`src/rtl/region_guard_pkg.sv`:
```
package region_guard_pkg;

    localparam int START_W = 27;
    localparam int MTYPE_W = 9;
    localparam int CODE_W  = 4;
    localparam int SLOT_W  = 5;

    typedef enum logic [1:0] {
        ACC_READ  = 2'd0,
        ACC_WRITE = 2'd1,
        ACC_EXEC  = 2'd2
    } acc_kind_e;

    typedef struct packed {
        logic r;
        logic w;
        logic x;
    } perm_t;

    typedef struct packed {
        perm_t kern;
        perm_t usr;
    } rights_t;

    typedef struct packed {
        logic [START_W-1:0] start;
        logic [CODE_W-1:0]  code;
        logic [MTYPE_W-1:0] mtype;
    } slot_t;

    function automatic perm_t mk(input logic r, input logic w, input logic x);
        perm_t p;
        p.r = r;
        p.w = w;
        p.x = x;
        return p;
    endfunction

    function automatic rights_t decode_rights(input logic [CODE_W-1:0] code);
        rights_t rt;
        rt.kern = mk(1'b0, 1'b0, 1'b0);
        rt.usr  = mk(1'b0, 1'b0, 1'b0);
        unique case (code)
            4'd2:  rt.kern = mk(1'b0, 1'b0, 1'b1);
            4'd3:  rt.usr  = mk(1'b0, 1'b0, 1'b1);
            4'd4:  rt.kern = mk(1'b1, 1'b0, 1'b0);
            4'd5:  rt.kern = mk(1'b1, 1'b0, 1'b1);
            4'd6:  rt.kern = mk(1'b1, 1'b1, 1'b0);
            4'd7:  rt.kern = mk(1'b1, 1'b1, 1'b1);
            4'd8:  begin rt.kern = mk(1'b0, 1'b1, 1'b0); rt.usr = mk(1'b0, 1'b1, 1'b0); end
            4'd9:  begin rt.kern = mk(1'b1, 1'b1, 1'b0); rt.usr = mk(1'b1, 1'b1, 1'b1); end
            4'd10: begin rt.kern = mk(1'b1, 1'b1, 1'b0); rt.usr = mk(1'b1, 1'b0, 1'b0); end
            4'd11: begin rt.kern = mk(1'b1, 1'b1, 1'b1); rt.usr = mk(1'b1, 1'b0, 1'b1); end
            4'd12: begin rt.kern = mk(1'b1, 1'b0, 1'b0); rt.usr = mk(1'b1, 1'b0, 1'b0); end
            4'd13: begin rt.kern = mk(1'b1, 1'b0, 1'b1); rt.usr = mk(1'b1, 1'b0, 1'b1); end
            4'd14: begin rt.kern = mk(1'b1, 1'b1, 1'b0); rt.usr = mk(1'b1, 1'b1, 1'b0); end
            4'd15: begin rt.kern = mk(1'b1, 1'b1, 1'b1); rt.usr = mk(1'b1, 1'b1, 1'b1); end
            default: ;
        endcase
        return rt;
    endfunction

    function automatic logic reserved_bad(input logic [31:0] aw, input logic [31:0] tw);
        return (|aw[4:2]) || (|tw[7:5]) || (|tw[31:21]);
    endfunction

endpackage

```
`src/rtl/region_table.sv`:
```
module region_table
    import region_guard_pkg::*;
#(
    parameter int NUM_ENTRIES = 8
) (
    input  logic                   clk,
    input  logic                   rst,
    input  logic                   wr_en,
    input  logic [31:0]            wr_addr_word,
    input  logic [31:0]            wr_attr_word,
    input  logic                   err_clear,
    output slot_t [NUM_ENTRIES-1:0] slots,
    output logic [NUM_ENTRIES-1:0] en_vec,
    output logic [NUM_ENTRIES-1:0] lock_vec,
    output logic                   err_flag
);

    logic [SLOT_W-1:0]  tgt;
    logic [START_W-1:0] new_start;
    logic               bad_fmt;
    logic               self_frozen;
    logic               start_frozen;
    logic               in_range;
    logic               accept;
    slot_t              new_slot;

    assign tgt       = wr_attr_word[4:0];
    assign new_start = wr_addr_word[31:5];
    assign bad_fmt   = reserved_bad(wr_addr_word, wr_attr_word);
    assign in_range  = (32'(tgt) < 32'(NUM_ENTRIES));

    assign new_slot.start = new_start;
    assign new_slot.code  = wr_attr_word[11:8];
    assign new_slot.mtype = wr_attr_word[20:12];

    always_comb begin
        self_frozen  = 1'b0;
        start_frozen = 1'b0;
        for (int i = 0; i < NUM_ENTRIES; i++) begin
            if (tgt == SLOT_W'(i)) begin
                self_frozen = lock_vec[i];
                if (i > 0) begin
                    start_frozen = lock_vec[i-1] && (slots[i].start != new_start);
                end
            end
        end
    end

    assign accept = wr_en && !bad_fmt && in_range && !self_frozen && !start_frozen;

    for (genvar g = 0; g < NUM_ENTRIES; g++) begin : g_slot
        always_ff @(posedge clk) begin
            if (rst) begin
                slots[g]    <= '0;
                en_vec[g]   <= 1'b0;
                lock_vec[g] <= 1'b0;
            end else if (accept && (tgt == SLOT_W'(g))) begin
                slots[g]    <= new_slot;
                en_vec[g]   <= wr_addr_word[0];
                lock_vec[g] <= wr_addr_word[1];
            end
        end
    end

    always_ff @(posedge clk) begin
        if (rst) begin
            err_flag <= 1'b0;
        end else if (wr_en && bad_fmt) begin
            err_flag <= 1'b1;
        end else if (err_clear) begin
            err_flag <= 1'b0;
        end
    end

endmodule

```
`src/rtl/region_match.sv`:
```
module region_match
    import region_guard_pkg::*;
#(
    parameter int NUM_ENTRIES = 8
) (
    input  slot_t [NUM_ENTRIES-1:0] slots,
    input  logic [NUM_ENTRIES-1:0]  en_vec,
    input  logic [31:0]             addr,
    output logic                    hit,
    output slot_t                   sel
);

    always_comb begin
        hit = 1'b0;
        sel = '0;
        for (int i = 0; i < NUM_ENTRIES; i++) begin
            if (en_vec[i] && (slots[i].start <= addr[31:5])) begin
                hit = 1'b1;
                sel = slots[i];
            end
        end
    end

endmodule

```
`src/rtl/access_decide.sv`:
```
module access_decide
    import region_guard_pkg::*;
(
    input  logic               clk,
    input  logic               rst,
    input  logic               req,
    input  logic               hit,
    input  slot_t              sel,
    input  logic [1:0]         kind,
    input  logic               user,
    output logic               done_q,
    output logic               allow_q,
    output logic               hit_q,
    output logic [MTYPE_W-1:0] mtype_q
);

    rights_t rt;
    perm_t   p;
    logic    granted;

    assign rt = decode_rights(sel.code);
    assign p  = user ? rt.usr : rt.kern;

    always_comb begin
        unique case (kind)
            ACC_READ:  granted = p.r;
            ACC_WRITE: granted = p.w;
            ACC_EXEC:  granted = p.x;
            default:   granted = 1'b0;
        endcase
    end

    always_ff @(posedge clk) begin
        if (rst) begin
            done_q  <= 1'b0;
            allow_q <= 1'b0;
            hit_q   <= 1'b0;
            mtype_q <= '0;
        end else begin
            done_q <= req;
            if (req) begin
                allow_q <= hit && granted;
                hit_q   <= hit;
                mtype_q <= hit ? sel.mtype : '0;
            end
        end
    end

endmodule

```
`src/rtl/region_guard.sv`:
```
module region_guard
    import region_guard_pkg::*;
#(
    parameter int NUM_ENTRIES = 8
) (
    input  logic                   clk,
    input  logic                   rst,
    input  logic                   wr_en,
    input  logic [31:0]            wr_addr_word,
    input  logic [31:0]            wr_attr_word,
    input  logic                   err_clear,
    input  logic                   chk_valid,
    input  logic [31:0]            chk_addr,
    input  logic [1:0]             chk_kind,
    input  logic                   chk_user,
    output logic                   chk_done,
    output logic                   chk_allow,
    output logic                   chk_hit,
    output logic [8:0]             chk_memtype,
    output logic [NUM_ENTRIES-1:0] enable_mask,
    output logic                   err_sticky
);

    slot_t [NUM_ENTRIES-1:0] slots;
    logic [NUM_ENTRIES-1:0]  lock_vec;
    logic                    m_hit;
    slot_t                   m_sel;

    region_table #(.NUM_ENTRIES(NUM_ENTRIES)) u_table (
        .clk          (clk),
        .rst          (rst),
        .wr_en        (wr_en),
        .wr_addr_word (wr_addr_word),
        .wr_attr_word (wr_attr_word),
        .err_clear    (err_clear),
        .slots        (slots),
        .en_vec       (enable_mask),
        .lock_vec     (lock_vec),
        .err_flag     (err_sticky)
    );

    region_match #(.NUM_ENTRIES(NUM_ENTRIES)) u_match (
        .slots  (slots),
        .en_vec (enable_mask),
        .addr   (chk_addr),
        .hit    (m_hit),
        .sel    (m_sel)
    );

    access_decide u_decide (
        .clk     (clk),
        .rst     (rst),
        .req     (chk_valid),
        .hit     (m_hit),
        .sel     (m_sel),
        .kind    (chk_kind),
        .user    (chk_user),
        .done_q  (chk_done),
        .allow_q (chk_allow),
        .hit_q   (chk_hit),
        .mtype_q (chk_memtype)
    );

endmodule

```
`config.mk`:
```
export PLATFORM = sky130hd
export DESIGN_NAME = region_guard
export DESIGN_NICKNAME = d
export VERILOG_FILES = /design/src/rtl/region_guard_pkg.sv /design/src/rtl/region_table.sv /design/src/rtl/region_match.sv /design/src/rtl/access_decide.sv /design/src/rtl/region_guard.sv
export SDC_FILE = /design/constraint.sdc
export NUM_CORES = 1
export LEC_CHECK = 0
export BUFFER_PORTS_ARGS = -buffer_cell sky130_fd_sc_hd__buf_2
export CAP_MARGIN = 30
export CORE_MARGIN = 4
export CORE_UTILIZATION = 60
export CTS_CLUSTER_DIAMETER = 50
export DETAILED_ROUTE_END_ITERATION = 10
export GPL_TIMING_DRIVEN = 0
export PLACE_DENSITY = 0.83
export SYNTH_ARGS = -nofsm -noshare
export SYNTH_HDL_FRONTEND = slang
export SYNTH_SLANG_ARGS = --single-unit
```
`constraint.sdc`:
```
create_clock -name clk -period 5 [get_ports clk]
set_clock_uncertainty 0.05 [all_clocks]
set_input_delay 0.75 -clock clk [delete_from_list [all_inputs] [get_ports clk]]
set_output_delay 0.75 -clock clk [all_outputs]
set_load 0.005 [all_outputs]
```
After elaboration in Yosys (flattened, before gate mapping). Index checks and enable logic that the tools add are counted.

Register bits: 349. Logic and storage cells: 169. Bits of input ports: 104. Output and inout bits: 21.

$lt $le $gt $ge: 9. Eq/ne operators: 30. Reduce and logical (&&, ||, !) cells: 47. Muxes and demuxes: 38.

Operators by type and width (number): $le A27 B27 Y1 (8); $ne A27 B27 Y1 (7); $mux W13 (8); $pmux W3 S6 (2); $eq A4 B4 Y1 const B (8); $logic_and A1 B1 Y1 (29); $mux W1 (25); $eq A5 B3 Y1 const B (4); $eq A4 B3 Y1 const B (4); $reduce_or A11 Y1 (1); $eq A5 B2 Y1 const B (2); $reduce_or A2 Y1 (5); $mux W9 (1); $reduce_or A3 Y1 (3); $eq A4 B2 Y1 const B (2); $eq A5 B1 Y1 const B (1); $logic_not A5 Y1 (1); $lt A5 B4 Y1 const B (1); $reduce_or A4 Y1 (1); $logic_not A1 Y1 (3); $mux W3 (1); $pmux W1 S3 (1); $eq A2 B1 Y1 const B (1); $eq A2 B2 Y1 const B (1); other kinds (3) (4).

Depth between registers and ports, before layout.
Depth after elaboration: 16. Depth in mapped cells: 15. Mapped depth without buffers: 14.

By module. From an unflattened synthesis, not the netlist that was laid out.

Cells, all modules: 2545. Area total of the unflattened synthesis: 23369.9 um^2.

Modules (own cells, without submodules): region_table (area each 15192.1 um^2, seq. area each 6746.5 um^2, instances 1, cells an instance 1473); region_match (area each 7698.6 um^2, seq. area each 0.0 um^2, instances 1, cells an instance 1017); access_decide (area each 479.2 um^2, seq. area each 240.2 um^2, instances 1, cells an instance 55).

Worst setup path before layout. Ideal clock, no wire load.

Path type: input to register. From: in chk_addr[17]. To: reg u_decide.allow_q. Stages: 14. Setup time: 0.117 ns. Required time: 4.833 ns. Arrival time: 3.634 ns. Setup slack: 1.199 ns. Path buffers: 0. Cells stage by stage: inv_1 > ha_1 > a211oi_1 > o21ai_1 > or3b_1 > a311o_1 > and3_1 > a2111o_1 > a311oi_2 > a211oi_2 > nor3_1 > o41ai_1 > a32o_1 > a22o_1.

Longest elaborated chain between the ends: 16. Elaborated cells on any way between the ends: 58. Those cells by class: 8 x order compare; 14 x eq/ne; 20 x mux; 16 x reduce/logical.

RTL lines: start: declaration (line region_guard.sv:13) `input logic [31:0] chk_addr,`; $le A27 B27 Y1 (line region_match.sv:17) `if (en_vec[i] && (slots[i].start <= addr[31:5])) begin`; $logic_and A1 B1 Y1 (line region_match.sv:17); $mux W13 (8 in a row) (line region_match.sv:17); $eq A4 B3 Y1 / $eq A4 B4 Y1 (equally long branches) (line region_guard_pkg.sv:43) `unique case (code)`; $reduce_or A4 Y1 (no line), or another cell as far along; $pmux W3 S6 (line region_guard_pkg.sv:43); $mux W3 (line access_decide.sv:22) `assign p = user ? rt.usr : rt.kern;`; $pmux W1 S3 (line access_decide.sv:25) `unique case (kind)`; $logic_and A1 B1 Y1 (*) (line access_decide.sv:42) `allow_q <= hit && granted;`; end signal: assignment (line access_decide.sv:42); end: declaration (line access_decide.sv:12) `output logic allow_q,`.

Every way passes the cells marked *; elsewhere a longest branch is shown, timed or not. A chain may end at the register's enable or synchronous reset.

Worst setup path in the final report.
From: in wr_addr_word[21]. To: reg, netlist name u_table.slots[179].

Longest elaborated chain between the ends: 12. Elaborated cells on any way between the ends: 24. Those cells by class: 7 x eq/ne; 7 x mux; 10 x reduce/logical.

RTL lines: start: declaration (line region_guard.sv:9) `input logic [31:0] wr_addr_word,`; $ne A27 B27 Y1 (line region_table.sv:43) `start_frozen = lock_vec[i-1] && (slots[i].start != new_start);`; $logic_and A1 B1 Y1 (line region_table.sv:43); $mux W1 (6 in a row) (line region_table.sv:40) `if (tgt == SLOT_W'(i)) begin`; $mux W1 (*) (line region_table.sv:40); $logic_not A1 Y1 (*) (line region_table.sv:49) `assign accept = wr_en && !bad_fmt && in_range && !self_frozen && !start_frozen;`; $logic_and A1 B1 Y1 (*) (line region_table.sv:49); $logic_and A1 B1 Y1 (*) (line region_table.sv:57) `end else if (accept && (tgt == SLOT_W'(g))) begin`.

Marks and branches as above.

==> results.py <==
metrics = {
    "routing": {
        "drtAntennaViolNets": 0,
        "first_iter_violations": 2570,
        "post_drt_wl_per_cell_um": 25.53,
        "routed_wl_um": 73340,
        "drc": 0,
        "routed_via_density": 6.641,
        "num_vias": 19080,
        "dr.pass1.iters": 8,
    },
    "yosys": {
        "avgSynthCellArea_sq_um": 9.092,
        "syn_area_sq_um": 20640,
        "ys_warn_count": 0,
        "syn_nets": 2590,
        "yosys_register_bits": 349,
        "synth_cells": 2270,
        "ys_seq_area_frac": 0.3385,
        "synth_cell_types": 75,
        "synth_edf_count": 0,
        "synth_ff_type": "dfxtp_1",
        "synthArstFlopShare": 0,
    },
    "floorplanning": {
        "dieHeight_um": 193.5,
        "dieArea_sq_um": 37430,
        "boundaryPins": 125,
        "placementRows": 67,
        "initial_utilization": 0.6125,
        "chipWidth_um": 193.5,
        "core_sq_um": 33700,
    },
    "grt": {
        "grt_pass1_wl_um": 109500,
        "grt_max_degree": 14,
        "grt_pass1_vias": 18920,
        "grt_overflow_total": 0,
        "grt_antenna_before_repair": 4,
        "track_usage": 0.3718,
    },
    "clock_network": {
        "cts_setup_buffers": 0,
        "cts.path.max_buffers": 3,
        "cts_num_sinks": 349,
        "htreeDepth": 2,
        "insertion_delay_ns": 0.56,
        "cts_tree": "yes",
        "cts.clk_slew.worst_paths_ns": 0.06,
        "numCtsBuffers": 42,
        "cts-root-buf": "clkbuf_16",
    },
    "worst_setup_path": {
        "critPathCaptureType": "flop",
        "r2r_cells": 14,
        "critPathMaxStageDelay_ns": 0.76,
        "critPathKind": "in2reg",
        "required_ns": 5.37,
        "worst-path-buf-inv": 4,
        "cpMaxStageDelayCell": "clkdlybuf4s15_1",
        "crit_chain": "clkbuf_1 > clkdlybuf4s15_1 > xnor2_1 > nand4_1 > o41ai_2 > o21ai_0 > a21oi_1 > o22ai_1 > a21oi_1 > nor2b_1 > nor3b_1 > buf_2 > buf_4 > mux2i_1 > nor2_1",
        "path_max_fanout": 10,
        "crit_family": "buffers and inverters",
        "start_kind": "input port",
        "path_common_cell": "a21oi_1",
        "cp.arrival_ns": 5.25,
        "cp_num_cells": 15,
    },
    "timing": {
        "relSlewSlack": 0.2269,
        "finalSetupViolCount": 0,
        "slew_viol_final": 0,
        "fin_crit_sh": 0.9749,
        "grt_setup_unrepaired": "false",
        "fin_crit_ns": 4.875,
        "fin_tns_setup_ns": 0,
        "finalHoldViolCount": 0,
        "clock.fmax_mhz": 205.1,
        "worst_pin_slew_ns": 1.160,
    },
    "placement": {
        "globalplace.congestion": 1.014,
        "portBuffers": 76,
        "dp_hpwl_um": 53890,
    },
    "layout": {
        "n_antenna_cell": 0,
        "final_core_util": 0.6838,
        "area_delta_synth_final_pct": 11.65,
        "final_nets": 2712,
        "layout-drive-gt1-share": 0.08247,
    },
    "job": {
        "max_cap_violations": 0,
    },
    "hold_path": {
        "hold_class": "in2reg",
        "hold_depth": 3,
    },
    "power": {
        "peakVddDrop_mv": 0.2839,
        "p_leak_nw": 9.261,
        "power_density_nw_per_um2": 280.8,
        "finalPower_mw": 6.470,
    },
    "status": {
        "status": "finished clean",
    },
}
## stage by stage
step	area, sq um	instances	hold WS, ns	setup slack, ns
floorplan	20640	2270	0.3829	1.199
global placement	21580	2794	0.3910	-0.2121
detailed placement	21600	2796	0.3953	-0.3879
CTS	23030	2873	0.3939	0.1657
global route	23040	2873	0.4126	0.1021
finish	23040	2873	0.4028	0.1253
## path summary, 6_finish.rpt
kind	from	slack, ns	end
worst max-delay path	wr_addr_word[21]	0.13	u_table.slots[179]
worst min-delay path	err_clear	0.40	u_table.err_flag
worst max register to register	u_table.slots[33]	0.63	u_decide.allow_q
worst min register to register	u_table.slots[286]	0.41	u_table.slots[286]
## sequential cells by signal (all words and copies together), names as in the netlist
signal            flops
u_decide.hit_q        1
u_table.slots       320
u_decide.allow_q      1
u_table.err_flag      1
u_decide.done_q       1
u_table.en_vec        8
u_table.lock_vec      8
u_decide.mtype_q      9
## repair_timing
item                       4_1_cts  5_1_grt
setup endpoints to repair        0       55
hold buffers                     0        0
gates resized for setup          0        2
## cell usage after synthesis, drive strengths merged, types with 6 or more instances
| master | n | area share |
|---|---|---|
| o21ai | 53 | 0.013 |
| nor4 | 37 | 0.011 |
| xnor2 | 97 | 0.041 |
| and3 | 7 | 0.0021 |
| nand2b | 13 | 0.0039 |
| nor2b | 19 | 0.0058 |
| a211oi | 21 | 0.0081 |
| inv | 55 | 0.010 |
| xor2 | 92 | 0.039 |
| o31a | 10 | 0.0042 |
| a221oi | 14 | 0.0059 |
| a222oi | 9 | 0.0044 |
| o21a | 6 | 0.0022 |
| a21oi | 91 | 0.022 |
| o311a | 9 | 0.0044 |
| clkbuf | 104 | 0.019 |
| and2 | 6 | 0.0019 |
| a2111oi | 9 | 0.0044 |
| ha | 216 | 0.13 |
| nand2 | 94 | 0.017 |
| dfxtp | 349 | 0.34 |
| a31oi | 6 | 0.0021 |
| nand3b | 6 | 0.0022 |
| nor3 | 20 | 0.0048 |
| nor2 | 363 | 0.066 |
| mux2i | 314 | 0.15 |
| nand3 | 21 | 0.0051 |
| o211ai | 7 | 0.0025 |
| nand4 | 74 | 0.022 |
| buf | 59 | 0.016 |
| a21o | 17 | 0.0062 |
## routing by layer
layer	global-route usage	routed length, um	vias to the layer above	part of all wire
li1	-	-	8290	-
met1	0.4663	26880	9055	0.37
met2	0.5628	31310	1321	0.43
met3	0.08384	8568	408	0.12
met4	0.2696	6544	6	0.089
met5	0	43	-	0.00059
## layout by cell type (no fill, tap or decap), types with 36 or more instances in the layout
| cell | instances |
|---|---|
| dfxtp_1 | 349 |
| buf_2 | 88 |
| a21oi_1 | 91 |
| nor4_1 | 36 |
| clkbuf_16 | 42 |
| xor2_1 | 92 |
| ha_1 | 216 |
| o21ai_0 | 46 |
| nand4_1 | 74 |
| nor2_1 | 362 |
| xnor2_1 | 97 |
| inv_1 | 55 |
| nand2_1 | 94 |
| mux2i_1 | 314 |
| clkbuf_1 | 113 |
## worst reg2reg max path, delay by kind of cell, from the launching register on
| family | cells | cell delay [ns] |
|---|---|---|
| buffers and inverters | 2 | 0.55 |
| adders and majority gates | 1 | 0.31 |
| DFF | 1 | 0.32 |
| AOI/OAI and AO/OA | 8 | 1.78 |
| and+or+nand+nor | 3 | 1.27 |
## kinds of logic after synthesis
logic type / Yosys count / synth area share
mux: 315 / 0.1528
compound gates: 300 / 0.1006
xor+xnor: 189 / 0.08020
buf+inv: 219 / 0.04547
fa+ha+maj: 216 / 0.1309
flops: 349 / 0.3385
simple gates: 682 / 0.1514
## report_power, final
group	leakage [nW]	total (mW)	internal, mW	switching [mW]
Combinational	5.76	0.527	0.138	0.389
Clock	0.695	3.16	1.85	1.31
Sequential	2.81	2.78	2.78	0.000390
Total	9.26	6.47	4.77	1.70
## final cells by class
| class | count | area, sq um |
|---|---|---|
| buffer | 163 | 734.5 |
| clock buffer | 59 | 1195 |
| clock inverter | 18 | 234.0 |
| fill | 2653 | 10660 |
| inverter | 56 | 210.2 |
| multi-input combinational | 1702 | 12730 |
| sequential | 349 | 6987 |
| tap | 448 | 560.5 |
| timing repair buffer | 78 | 395.4 |
No activity file was read; power rests on OpenSTA's default activity.
